==> src/rtl/acc_seq_pkg.sv <==
`timescale 1ns/1ps
package acc_seq_pkg;

  localparam int OP_W = 3;
  localparam int ST_W = 4;

  typedef enum logic [OP_W-1:0] {
    OP_AND = 3'd0,
    OP_ADD = 3'd1,
    OP_LDA = 3'd2,
    OP_STA = 3'd3,
    OP_BUN = 3'd4,
    OP_HLT = 3'd5,
    OP_NO6 = 3'd6,
    OP_NO7 = 3'd7
  } op_t;

  typedef enum logic [ST_W-1:0] {
    S_F0  = 4'd0,
    S_F1  = 4'd1,
    S_F2  = 4'd2,
    S_I0  = 4'd3,
    S_I1  = 4'd4,
    S_I2  = 4'd5,
    S_E0  = 4'd6,
    S_E1  = 4'd7,
    S_E2  = 4'd8,
    S_N0  = 4'd9,
    S_N1  = 4'd10,
    S_N2  = 4'd11,
    S_HLT = 4'd12
  } slot_t;

  // One strobe per register transfer the datapath can perform.
  typedef struct packed {
    logic mar_pc;
    logic mar_ir;
    logic mar_save;
    logic mdr_mem;
    logic mdr_ac;
    logic mdr_pc;
    logic ir_all;
    logic ir_addr;
    logic pc_inc;
    logic pc_ir;
    logic pc_vec;
    logic ac_ld;
    logic mem_wr;
    logic ien_clr;
  } ctl_t;

  // Opcodes that name a memory operand and so may go through the indirect cycle.
  function automatic logic takes_operand(op_t op);
    return (op == OP_AND) || (op == OP_ADD) || (op == OP_LDA) ||
           (op == OP_STA) || (op == OP_BUN);
  endfunction

endpackage

==> src/rtl/acc_seq_alu.sv <==
`timescale 1ns/1ps
module acc_seq_alu
  import acc_seq_pkg::*;
#(
  parameter int DATA_W = 16
) (
  input  op_t               op,
  input  logic [DATA_W-1:0] acc,
  input  logic [DATA_W-1:0] opnd,
  output logic [DATA_W-1:0] y
);

  function automatic logic [DATA_W-1:0] alu_eval(op_t f, logic [DATA_W-1:0] a,
                                                 logic [DATA_W-1:0] b);
    case (f)
      OP_AND:  return a & b;
      OP_ADD:  return a + b;
      OP_LDA:  return b;
      default: return a;
    endcase
  endfunction

  assign y = alu_eval(op, acc, opnd);

endmodule

==> src/rtl/acc_seq_ctrl.sv <==
`timescale 1ns/1ps
module acc_seq_ctrl
  import acc_seq_pkg::*;
(
  input  logic  clk,
  input  logic  rst_n,
  input  logic  ir_ind,
  input  op_t   ir_op,
  input  logic  nx_ind,
  input  op_t   nx_op,
  input  logic  irq,
  input  logic  ien_set,
  output ctl_t  ctl,
  output slot_t st,
  output logic  halted
);

  slot_t st_d;
  logic  ien_q;
  logic  irq_take;
  slot_t after_exec;

  assign irq_take   = ien_q && irq;
  assign after_exec = irq_take ? S_N0 : S_F0;

  always_comb begin
    ctl  = '0;
    st_d = st;
    case (st)
      S_F0: begin ctl.mar_pc = 1'b1; st_d = S_F1; end
      S_F1: begin ctl.mdr_mem = 1'b1; ctl.pc_inc = 1'b1; st_d = S_F2; end
      S_F2: begin
        ctl.ir_all = 1'b1;
        st_d = (nx_ind && takes_operand(nx_op)) ? S_I0 : S_E0;
      end
      S_I0: begin ctl.mar_ir = 1'b1; st_d = S_I1; end
      S_I1: begin ctl.mdr_mem = 1'b1; st_d = S_I2; end
      S_I2: begin ctl.ir_addr = 1'b1; st_d = S_E0; end
      S_E0: begin
        case (ir_op)
          OP_AND, OP_ADD, OP_LDA, OP_STA: begin ctl.mar_ir = 1'b1; st_d = S_E1; end
          OP_BUN:  begin ctl.pc_ir = 1'b1; st_d = after_exec; end
          OP_HLT:  st_d = S_HLT;
          default: st_d = after_exec;
        endcase
      end
      S_E1: begin
        if (ir_op == OP_STA) ctl.mdr_ac = 1'b1;
        else                 ctl.mdr_mem = 1'b1;
        st_d = S_E2;
      end
      S_E2: begin
        if (ir_op == OP_STA) ctl.mem_wr = 1'b1;
        else                 ctl.ac_ld = 1'b1;
        st_d = after_exec;
      end
      S_N0: begin ctl.mdr_pc = 1'b1; ctl.ien_clr = 1'b1; st_d = S_N1; end
      S_N1: begin ctl.mar_save = 1'b1; ctl.pc_vec = 1'b1; st_d = S_N2; end
      S_N2: begin ctl.mem_wr = 1'b1; st_d = S_F0; end
      default: st_d = S_HLT;
    endcase
  end

  always_ff @(posedge clk or negedge rst_n) begin
    if (!rst_n) begin
      st    <= S_F0;
      ien_q <= 1'b0;
    end else begin
      st <= st_d;
      if (ctl.ien_clr)  ien_q <= 1'b0;
      else if (ien_set) ien_q <= 1'b1;
    end
  end

  assign halted = (st == S_HLT);

  // the IR load slot always follows the capture slot of fetch
  a_r2_fetch_order: assert property (@(posedge clk) disable iff (!rst_n)
    (st == S_F2) |-> ($past(st) == S_F1));

  // interrupt entry only with the enable armed and a request present
  a_r10_entry_gated: assert property (@(posedge clk) disable iff (!rst_n)
    (st == S_N0) |-> ($past(ien_q) && $past(irq)));

  // enable is clear once entry has begun
  a_r10_ien_cleared: assert property (@(posedge clk) disable iff (!rst_n)
    (st == S_N0) |=> !ien_q);

  // halt persists until reset
  a_r9_halt_sticky: assert property (@(posedge clk) disable iff (!rst_n)
    halted |=> halted);

endmodule

==> src/rtl/acc_seq_dp.sv <==
`timescale 1ns/1ps
module acc_seq_dp
  import acc_seq_pkg::*;
#(
  parameter int ADDR_W    = 12,
  parameter int DATA_W    = 16,
  parameter int SAVE_ADDR = 0,
  parameter int VEC_ADDR  = 1
) (
  input  logic              clk,
  input  logic              rst_n,
  input  ctl_t              ctl,
  input  logic [DATA_W-1:0] mem_rdata,
  input  logic [DATA_W-1:0] alu_y,
  output logic [ADDR_W-1:0] mar_d,
  output logic [ADDR_W-1:0] pc,
  output logic [DATA_W-1:0] mdr,
  output logic [DATA_W-1:0] ir,
  output logic [DATA_W-1:0] ac
);

  localparam int PAD_W = DATA_W - ADDR_W;
  localparam logic [ADDR_W-1:0] SAVE_A = ADDR_W'(SAVE_ADDR);
  localparam logic [ADDR_W-1:0] VEC_A  = ADDR_W'(VEC_ADDR);

  logic [ADDR_W-1:0] mar;
  logic [ADDR_W-1:0] ir_field;

  assign ir_field = ir[ADDR_W-1:0];

  // The RAM is addressed by the value the address register takes this slot.
  always_comb begin
    if (ctl.mar_pc)        mar_d = pc;
    else if (ctl.mar_ir)   mar_d = ir_field;
    else if (ctl.mar_save) mar_d = SAVE_A;
    else                   mar_d = mar;
  end

  always_ff @(posedge clk or negedge rst_n) begin
    if (!rst_n) begin
      mar <= '0;
      pc  <= '0;
      mdr <= '0;
      ir  <= '0;
      ac  <= '0;
    end else begin
      mar <= mar_d;
      if (ctl.mdr_mem)     mdr <= mem_rdata;
      else if (ctl.mdr_ac) mdr <= ac;
      else if (ctl.mdr_pc) mdr <= {{PAD_W{1'b0}}, pc};
      if (ctl.ir_all)       ir <= mdr;
      else if (ctl.ir_addr) ir <= {ir[DATA_W-1:ADDR_W], mdr[ADDR_W-1:0]};
      if (ctl.pc_inc)      pc <= pc + 1'b1;
      else if (ctl.pc_ir)  pc <= ir_field;
      else if (ctl.pc_vec) pc <= VEC_A;
      if (ctl.ac_ld) ac <= alu_y;
    end
  end

  // PC advances by exactly one in the fetch capture slot
  a_r2_pc_step: assert property (@(posedge clk) disable iff (!rst_n)
    ctl.pc_inc |=> (pc == ADDR_W'($past(pc) + 1'b1)));

  // IR receives the captured word
  a_r2_ir_load: assert property (@(posedge clk) disable iff (!rst_n)
    ctl.ir_all |=> (ir == $past(mdr)));

  // indirect cycle swaps only the address field
  a_r5_direct_addr: assert property (@(posedge clk) disable iff (!rst_n)
    ctl.ir_addr |=> ((ir[ADDR_W-1:0] == $past(mdr[ADDR_W-1:0])) &&
                     (ir[DATA_W-1:ADDR_W] == $past(ir[DATA_W-1:ADDR_W]))));

  // vector and save address loaded together
  a_r10_vector: assert property (@(posedge clk) disable iff (!rst_n)
    ctl.pc_vec |=> ((pc == VEC_A) && (mar == SAVE_A)));

endmodule

==> src/rtl/acc_seq_core.sv <==
`timescale 1ns/1ps
module acc_seq_core
  import acc_seq_pkg::*;
#(
  parameter int   ADDR_W    = 12,
  parameter int   SAVE_ADDR = 0,
  parameter int   VEC_ADDR  = 1,
  localparam int  DATA_W    = 1 + OP_W + ADDR_W
) (
  input  logic              clk,
  input  logic              rst_n,
  input  logic              irq,
  input  logic              ien_set,
  output logic [ADDR_W-1:0] mem_addr,
  output logic [DATA_W-1:0] mem_wdata,
  output logic              mem_we,
  input  logic [DATA_W-1:0] mem_rdata,
  output logic              halted,
  output logic [ST_W-1:0]   state_o,
  output logic [ADDR_W-1:0] pc_o,
  output logic [DATA_W-1:0] ac_o
);

  localparam int IND_BIT = DATA_W - 1;
  localparam int OP_LSB  = ADDR_W;

  ctl_t              ctl;
  slot_t             st;
  logic [DATA_W-1:0] mdr, ir, ac, alu_y;
  op_t               ir_op, nx_op;

  assign ir_op = op_t'(ir[OP_LSB +: OP_W]);
  assign nx_op = op_t'(mdr[OP_LSB +: OP_W]);

  acc_seq_ctrl u_ctrl (
    .clk     (clk),
    .rst_n   (rst_n),
    .ir_ind  (ir[IND_BIT]),
    .ir_op   (ir_op),
    .nx_ind  (mdr[IND_BIT]),
    .nx_op   (nx_op),
    .irq     (irq),
    .ien_set (ien_set),
    .ctl     (ctl),
    .st      (st),
    .halted  (halted)
  );

  acc_seq_dp #(
    .ADDR_W    (ADDR_W),
    .DATA_W    (DATA_W),
    .SAVE_ADDR (SAVE_ADDR),
    .VEC_ADDR  (VEC_ADDR)
  ) u_dp (
    .clk       (clk),
    .rst_n     (rst_n),
    .ctl       (ctl),
    .mem_rdata (mem_rdata),
    .alu_y     (alu_y),
    .mar_d     (mem_addr),
    .pc        (pc_o),
    .mdr       (mdr),
    .ir        (ir),
    .ac        (ac)
  );

  acc_seq_alu #(.DATA_W(DATA_W)) u_alu (
    .op   (ir_op),
    .acc  (ac),
    .opnd (mdr),
    .y    (alu_y)
  );

  assign mem_wdata = mdr;
  assign mem_we    = ctl.mem_wr;
  assign state_o   = st;
  assign ac_o      = ac;

  // writes only in the store slot or the save slot
  a_r3_write_slot: assert property (@(posedge clk) disable iff (!rst_n)
    mem_we |-> ((state_o == S_E2) || (state_o == S_N2)));

  // the save slot writes to the fixed save address
  a_r10_save_write: assert property (@(posedge clk) disable iff (!rst_n)
    (state_o == S_N2) |-> (mem_we && (mem_addr == ADDR_W'(SAVE_ADDR))));

endmodule

==> config.mk <==
export PLATFORM = sky130hd
export DESIGN_NAME = acc_seq_core
export DESIGN_NICKNAME = d
export VERILOG_FILES = /design/src/rtl/acc_seq_pkg.sv /design/src/rtl/acc_seq_alu.sv /design/src/rtl/acc_seq_ctrl.sv /design/src/rtl/acc_seq_dp.sv /design/src/rtl/acc_seq_core.sv
export SDC_FILE = /design/constraint.sdc
export NUM_CORES = 1
export LEC_CHECK = 0
export BUFFER_PORTS_ARGS = -buffer_cell sky130_fd_sc_hd__buf_2
export CORE_MARGIN = 8
export CORE_UTILIZATION = 47
export DETAILED_ROUTE_END_ITERATION = 7
export PLACE_DENSITY = 0.67
export SYNTH_ARGS = -nofsm -noshare
export SYNTH_HDL_FRONTEND = slang
export SYNTH_SLANG_ARGS = --single-unit
export TNS_END_PERCENT = 50
==> constraint.sdc <==
create_clock -name clk -period 4.6 [get_ports clk]
set_input_delay 0.92 -clock clk [delete_from_list [all_inputs] [get_ports clk]]
set_output_delay 0.92 -clock clk [all_outputs]
set_load 0.02 [all_outputs]
# == Word-level counts from Yosys, hierarchy flattened ==
# Index checks and enable logic that the tools add are counted.
# word_totals
mem_bits_ro,0
elab_cells,83
ram_bits,0
mem_count,0
in_bits,20
out_inout_bits,62
regBits,76
latch_bits,0
# classes
n_bitwise,1
reduce_logical,17
n_eq_ne,21
mux,34
shift,0
n_div,0
multipliers,0
addsub,2
magnitude_cmp,0
# op_table
op,n
12-bit 2-to-1 mux,7
16-bit 2-to-1 mux,3
16-bit case mux with 3 select lines,1
4-bit case mux with 12 select lines,1
4-bit equality test (second input constant),5
16-bit adder,1
16-bit AND,1
4-bit by 3-bit equality test with 1-bit output (second input constant),4
1-bit 2-to-1 mux,15
15-bit 2-to-1 mux,1
12-bit by 1-bit adder with 12-bit output (second input constant),1
3-bit by 2-bit equality test with 1-bit output (second input constant),4
3-bit equality test (second input constant),3
3-bit nonzero test,3
4-bit by 2-bit equality test with 1-bit output (second input constant),2
4-bit case mux with 2 select lines,1
3-bit by 1-bit equality test with 1-bit output (second input constant),2
3-bit logical NOT,2
1-bit case mux with 2 select lines,3
4-bit by 1-bit equality test with 1-bit output (second input constant),1
4-bit logical NOT,1
1-bit logical OR,4
4-bit 2-to-1 mux,1
2-bit nonzero test,2
other kinds (5),6

# == Logic depth before layout (Yosys ltp) ==
# Gate-level depths: netlist of the first run.
# logic_depth
ltp_word,8
mapped_depth,9
ltp_nobuf,9

# == Modules after synthesis ==
# A second synthesis of the first run with hierarchy kept.
# hier_totals
hier_cells,576
area_unflattened_um2,5323.9
# modules_own_cells
module,n_inst,area_each_um2,seq_area_each_um2,cells_per_inst
acc_seq_dp,1,3335.7,1801.7,298
acc_seq_alu,1,1498.9,0.0,214
acc_seq_ctrl,1,489.2,125.1,64

# == Worst setup path after synthesis of the first run ==
# Ideal clock, no wire load.
# synth_path
kind,register to output
start,register u_ctrl.st[1]
end,output mem_addr[11]
n_path_buf,2
t_arrival_ns,1.766
stages_incl_launch_ff,6
setup_slack_ns,1.914
t_required_ns,3.680
cell_sequence,dfrtp_1 -> buf_2 -> nor4_2 -> clkbuf_1 -> nand2_1 -> o21ai_0
# synth_between
elab_chain_len,5
word_cells_on_any_way,10
classes_between,eq/ne: 3; mux: 6; reduce/logical: 1
# synth_rtl
item,line_no,text
from (decl),acc_seq_ctrl.sv:14,"output slot_t st,"
from (signal assigned),acc_seq_ctrl.sv:69,st <= st_d;
4-bit equality test,acc_seq_ctrl.sv:29,case (st)
1-bit 2-to-1 mux,acc_seq_ctrl.sv:29,
12-bit 2-to-1 mux,acc_seq_dp.sv:35,else if (ctl.mar_save) mar_d = SAVE_A;
12-bit 2-to-1 mux,acc_seq_dp.sv:34,else if (ctl.mar_ir) mar_d = ir_field;
12-bit 2-to-1 mux (*),acc_seq_dp.sv:33,if (ctl.mar_pc) mar_d = pc;
to (decl),acc_seq_core.sv:14,"output logic [ADDR_W-1:0] mem_addr,"
# Every way passes the cells marked *; elsewhere a longest branch is shown, timed or not.

# == Worst setup path in the final report of the first run ==
# layout_path
start,register u_ctrl.st[2]
end,output mem_addr[1]
# Same word-level chain as after synthesis.

==> results of run 1 <==
-- cells in the final DEF (no fill, tap or decap), types with 11 or more instances in the layout --
| master | n |
|---|---|
| nor2_1 | 31 |
| a221o_1 | 11 |
| a21oi_1 | 36 |
| o21ai_1 | 42 |
| nand2_1 | 65 |
| and3_1 | 29 |
| o21ai_0 | 38 |
| buf_2 | 80 |
| mux2_2 | 14 |
| dfrtp_1 | 76 |
| inv_1 | 21 |
| ha_1 | 17 |
| mux2i_1 | 11 |
-- synth_stat cells, types with 6 or more instances --
| cell type | count | area share [%] |
|---|---|---|
| a21o_1 | 10 | 1.5 |
| a21oi_1 | 36 | 3.6 |
| a221o_1 | 11 | 2.2 |
| a221oi_1 | 6 | 1.1 |
| a222oi_1 | 6 | 1.2 |
| a31oi_1 | 6 | 0.76 |
| and2_1 | 8 | 1.0 |
| and3_1 | 29 | 3.7 |
| buf_2 | 13 | 1.3 |
| clkbuf_1 | 12 | 0.91 |
| dfrtp_1 | 76 | 38 |
| ha_1 | 17 | 4.3 |
| inv_1 | 21 | 1.6 |
| mux2_2 | 14 | 3.2 |
| mux2i_1 | 11 | 2.2 |
| nand2_1 | 65 | 4.9 |
| nor2_1 | 31 | 2.4 |
| nor3b_1 | 6 | 0.91 |
| o21ai_0 | 38 | 3.8 |
| o21ai_1 | 42 | 4.2 |
| o22ai_1 | 8 | 1.0 |
| xor2_1 | 9 | 1.6 |
-- through the flow --
stage                     instance area [µm²]  total power (µW)
after floorplan                          4947              3209
after global placement                   5389              3857
after detailed placement                 5389              3927
after CTS                                5564              4421
after global routing                     5564              4791
final                                    5564              4413
-- path summary, 6_finish.rpt --
| path | startpoint | endpoint | slack [ns] | depth (start not counted) |
|---|---|---|---|---|
| max in group asynchronous | rst_n | u_dp.mdr[9] | 3.28 | 1 |
| min | u_dp.ir[5] | u_dp.pc[5] | 0.55 | 1 |
| max reg2reg | u_dp.ir[13] | u_dp.mdr[13] | 1.80 | 5 |
| min in group asynchronous | rst_n | u_dp.mar[1] | 0.70 | 1 |
| max | u_ctrl.st[2] | mem_addr[1] | 1.23 | 6 |
| min reg2reg | u_dp.ir[5] | u_dp.pc[5] | 0.55 | 1 |
-- power groups by stage --
stage	logic, µW	clock network, µW	registers [µW]
2_1_floorplan	1830	0	1380
3_3_place_gp	2480	0	1380
3_5_place_dp	2540	0	1380
4_1_cts	2550	492	1380
5_1_grt	2830	523	1440
6_report	2550	476	1390
-- metal layers --
metal | part of all wire, % | track usage, %
met1 | 44 | 25.24
met2 | 48 | 32.46
met3 | 6.6 | 7.187
met4 | 2.1 | 7.115
met5 | 0 | 0
-- registers in the layout (all words and copies together) (netlist names) --
register	count
u_dp.ac	16
u_dp.mdr	16
u_dp.ir	15
u_dp.mar	12
u_dp.pc	12
u_ctrl.st	4
u_ctrl.ien_q	1
-- logic make-up after synthesis --
logic type                 share of synthesized area (%)
AOI/OAI and AO/OA                                  26.53
xor gates and xnor gates                           2.125
adders and majority gates                          4.704
buffers and inverters                              5.361
DFF                                                38.44
muxes                                              5.412
and+or+nand+nor                                    17.43
-- worst max-delay path, cell delays in order (launching register included) --
cell      delay, ns
dfrtp_1        0.59
and2b_1        0.38
nand2_1        0.29
and3_1         0.29
a211oi_1       0.20
a21oi_1        0.09
buf_2          0.21
-- final cells by class --
| type | instances | area share, % |
|---|---|---|
| Timing Repair Buffer | 86 | 8.005 |
| Sequential cell | 76 | 34.18 |
| Inverter | 22 | 1.484 |
| Clock buffer | 9 | 2.226 |
| Tap cell | 136 | 3.058 |
| Clock inverter | 7 | 0.9220 |
| Multi-Input combinational cell | 425 | 50.12 |
==> flow_metrics.tcl, run 1 <==
set metrics [dict create \
    die-area_um2 14060 \
    rows 37 \
    gp_congestion 0.8852 \
    yosys_warnings 0 \
    core-area_um2 10280 \
    powerDensity_nw_per_um2 793.1 \
    worstSetupPathType "register to primary output" \
    async_reset_ff_share_pct 100.0 \
    clkLatencyLatePin_ns 0.38 \
    grt_antenna_before_repair 0 \
    seqPwrFrac_pct 31.4 \
    cp.arrival_ns 2.45 \
    overflow 0 \
    die_height_um 118.6 \
    clk_pin_slew_ns 0.08 \
    tightest_slew_ns 0.9916 \
    hold_path.class "register to register" \
    final_hold_viol_count 0 \
    placed_cells 745 \
    multiInputGateArea_um2 2789 \
    min_period_ns 3.365 \
    cp.required_ns 3.68 \
    clkSinkCount 76 \
    cts.path.max_buffers 2 \
    dominantRegCellSynth "dfrtp_1" \
    area.growth.synth_to_final_pct 12.47 \
    first_iter_violations 348 \
    cts_resized 0 \
    rsz0062_at_grt "false" \
    grt_max_degree 77 \
    synth_nets 594 \
    fin_ws_ns 1.235 \
    grt_usage_pct 20.44 \
    dpl_worst_slack_ns 1.646 \
    drt-pass1-iter-count 6 \
    diodes 0 \
    initial_core_util_pct 48.14 \
    final-seq-area_um2 1902 \
    cts-htree-levels 3 \
    postCtsSetupBuffers 0 \
    netSwitchingPower_uw 2288 \
    vias 4574 \
    netlist_area_um2 4947 \
    wl_per_cell_um 18.58 \
    synth_edf_count 0 \
    cts_hold_buf 0 \
    grt_pass1_vias 4514 \
    crit_path_max_fanout 18 \
    postSynthCellCount 556 \
    max_freq_mhz 297.1 \
    yosysSeqAreaShare_pct 38.44 \
    status "completed" \
    drtAntennaViolNets 0 \
    cp-end-kind "primary output" \
    fillers 987 \
    die_x_um 118.6 \
    avgViaCountPerCell 6.011 \
    synth.distinct_cells 64 \
    synth_seq_cells 76 \
    final_cells 761 \
    swShare_pct 51.86 \
    ir_drop_mv 0.3366 \
    drv_slew 0 \
    whs_ns 0.5487 \
    setup_viol 0 \
    finalSetupTns_ns 0 \
    root_buffer "clkbuf_8" \
    fin_skew_ns 0.01193 \
    p_leak_uw 0.002656 \
    p_comb_share_pct 57.8 \
    p_int_uw 2124 \
    io_pins 82 \
    nets 658 \
    slew_headroom_pct 33.40 \
    power_frac_clock_pct 10.8 \
    dp_hpwl_mm 10.32 \
    fin_util_pct 54.14 \
    portBuffers 81 \
    drc 0 \
    cts_tree "built" \
    cts_buffers 9 \
    cp-start-kind "register" \
    drive_gt1_share_pct 20.80 \
    routed_wl_mm 14.14 \
    syn_avg_cell_area_um2 8.898 \
    grt_pass1_wl_mm 23.36 \
    cap_violations 0 \
    finalCritPeriodShare_pct 73.16 \
]
Note: power is estimated with default switching activity, not from simulation.
==> run 2, diff against run 1 <==
ABC_AREA = 1   (was not set)
clock period = 3.1 ns   (was 4.6 ns; I/O delays follow)
==> run 2 against run 1 <==
Clock power increased by 51%. Clock-buffer cell count increased by 4. Critical endpoint is now mem_addr[10]. Clock skew decreased by 0.00071 ns. Global-route usage increased by 0.71 points. Total power increased by 68%. Area after synthesis decreased by 0.53%. Routed wire length increased by 2.1%. Sequential share of layout area decreased by 0.21 points. Cell count increased by 22%. Critical path depth increased by 4. Synthesized cell count increased by 28%.
==> flow_metrics.tcl, run 2 <==
set metrics [dict create \
    synth_nets 752 \
    top_regs "u_dp.ac: 16 flops, u_dp.mdr: 16 flops, u_dp.ir: 15 flops" \
    dominantRegCellSynth "dfrtp_1" \
    root_buffer "clkbuf_8" \
    setup_viol 0 \
    cts-htree-levels 3 \
    cp.required_ns 2.48 \
    design_area_um2 5598 \
    rr_startpoint "u_ctrl.st[2]" \
    yosys_warnings 0 \
    netlist_area_um2 4921 \
    drc 0 \
    wl_per_cell_um 15.58 \
    yosys.cell_count.top_type "nand2_1" \
    cts_buffers 9 \
    fillers 1026 \
    synth_top_area_share_pct 38.65 \
    portBuffers 81 \
    crit_path_max_fanout 24 \
    r2r-end "u_dp.ac[15]" \
    cts_hold_buf 0 \
    dp_hpwl_mm 10.79 \
    drtAntennaViolNets 0 \
    clk_pin_slew_ns 0.08 \
    avgViaCountPerCell 5.370 \
    synth.distinct_cells 33 \
    grt_antenna_before_repair 0 \
    initial_core_util_pct 48.10 \
    finalCritPeriodShare_pct 89.24 \
    cts.path.max_buffers 2 \
    area.growth.synth_to_final_pct 13.76 \
    min_period_ns 2.767 \
    first_iter_violations 468 \
    postSynthCellCount 714 \
    grt_usage_pct 21.15 \
    fin_skew_ns 0.01122 \
    io_pins 82 \
    final_common_cell "nand2_1" \
    cp-end-kind "primary output" \
    place_area_um2 5413 \
    clkLatencyLatePin_ns 0.36 \
    final_cell_mix "207 x nand2_1, 92 x inv_1, 80 x buf_2, 76 x dfrtp_1, 68 x nor2_1" \
    async_reset_ff_share_pct 100.0 \
    overflow 0 \
    yosys-top-cells-area "dfrtp_1 39%, nand2_1 16%, inv_1 7.0%" \
    drive_gt1_share_pct 15.30 \
    grt_pass1_wl_mm 24.56 \
    slew_headroom_pct 35.04 \
    worstRegToRegCells 9 \
    max_freq_mhz 361.5 \
    synth_top_area_cell "dfrtp_1" \
    synth_seq_cells 76 \
    diodes 0 \
    cap_violations 0 \
    rows 37 \
    die-area_um2 14000 \
    power.total_uw 7426 \
    hold_path.class "input port to async pin" \
    die_height_um 118.3 \
    cp-start-kind "register" \
    whs_ns 0.4189 \
    powerDensity_nw_per_um2 1327 \
    grt_max_degree 77 \
    p_leak_uw 0.002985 \
    worstSetupPathType "register to primary output" \
    gp_congestion 0.9757 \
    cts_tree "built" \
    synth_common_cells "207 x nand2_1, 92 x inv_1, 76 x dfrtp_1, 68 x nor2_1, 64 x o21ai_0" \
    syn_avg_cell_area_um2 6.892 \
    yosysSeqAreaShare_pct 38.65 \
    nets 824 \
    rsz0062_at_grt "false" \
    r2r_slack_ns 0.83 \
    postCtsSetupBuffers 0 \
    ir_drop_mv 0.4935 \
    core-area_um2 10230 \
    drv_slew 0 \
    cp.arrival_ns 2.15 \
    routed_wl_mm 14.44 \
    finalSetupTns_ns 0 \
    vias 4978 \
    tightest_slew_ns 0.9744 \
    final-seq-area_um2 1902 \
    multiInputGateArea_um2 2544 \
    clkSinkCount 76 \
    status "completed" \
    drt-pass1-iter-count 5 \
    grt_pass1_vias 4874 \
    final_hold_viol_count 0 \
    synth_edf_count 0 \
    die_x_um 118.3 \
]
-- run 2: cell types whose count changed after synthesis, moves of 11 or more --
cell | previous run | this run
inv_1 | 21 | 92
mux2_2 | 14 | 0
and3_1 | 29 | 0
nand2_1 | 65 | 207
mux2i_1 | 11 | 0
nand3_1 | 5 | 51
a31oi_1 | 6 | 17
o21ai_1 | 42 | 1
o21ai_0 | 38 | 64
nor2_1 | 31 | 68
a221o_1 | 11 | 0
-- run 2: critical path: stages (launching register included) --
cell and delay (ns):
dfrtp_1 0.41, inv_1 0.15, nand2_4 0.14, nor2_4 0.18, nand2_1 0.09, nand2_1 0.08
inv_2 0.13, nand2_1 0.09, o21ai_0 0.07, o21ai_0 0.23, buf_2 0.22
-- run 2: metrics by stage --
step | instances | util (%) | worst slack [ns]
finish | 927 | 54.71 | 0.3334
global route | 927 | 54.71 | 0.07733
CTS | 927 | 54.67 | 0.2718
detailed placement | 911 | 52.90 | 0.6659
global placement | 911 | 52.90 | 0.7889
floorplan | 714 | - | 0.6411
-- run 2: cell families after synthesis --
family          synth area share, %
flops                         38.65
simple gates                  30.69
compound gates                16.17
fa+ha+maj                     4.729
buf+inv                       9.764
-- run 2: how the worst max path moves through the flow --
stage	startpoint	end	slack (ns)	cells after the start
3_3_place_gp	u_ctrl.st[0]	mem_addr[5]	0.79	10
6_report	u_ctrl.st[0]	mem_addr[10]	0.33	10
4_1_cts	u_ctrl.st[0]	mem_addr[1]	0.27	10
2_1_floorplan	u_ctrl.st[0]	mem_addr[10]	0.64	10
5_1_grt	u_ctrl.st[1]	mem_addr[0]	0.08	9
3_5_place_dp	u_ctrl.st[0]	mem_addr[4]	0.67	10
-- run 2: area by class of cell --
| class | count | share of cell area (%) |
|---|---|---|
| Clock inverter | 3 | 0.3800 |
| Multi-Input combinational cell | 517 | 45.44 |
| Clock buffer | 13 | 2.839 |
| Tap cell | 136 | 3.040 |
| Timing Repair Buffer | 85 | 7.823 |
| Sequential cell | 76 | 33.97 |
| Inverter | 97 | 6.504 |
-- run 2: timing repair --
item                                    CTS  global route
hold endpoints to repair                  0             0
resized for setup                         0             1
endpoints found under the setup margin    0             1
-- run 2: layer usage --
layer | share of wire (%) | track usage (%) | routed length (µm)
met1 | 45 | 27.38 | 6518
met2 | 47 | 34.96 | 6844
met3 | 6.0 | 4.664 | 872
met4 | 1.4 | 5.604 | 207
met5 | 0 | 0 | 0
-- run 2: power breakdown --
part | total, µW | internal [µW] | leakage, µW | switching (µW)
Combinational | 4690 | 1540 | 0.00196 | 3150
Sequential | 2020 | 1490 | 0.000937 | 533
Clock | 718 | 336 | 0.0000896 | 382
Total | 7430 | 3360 | 0.00298 | 4070
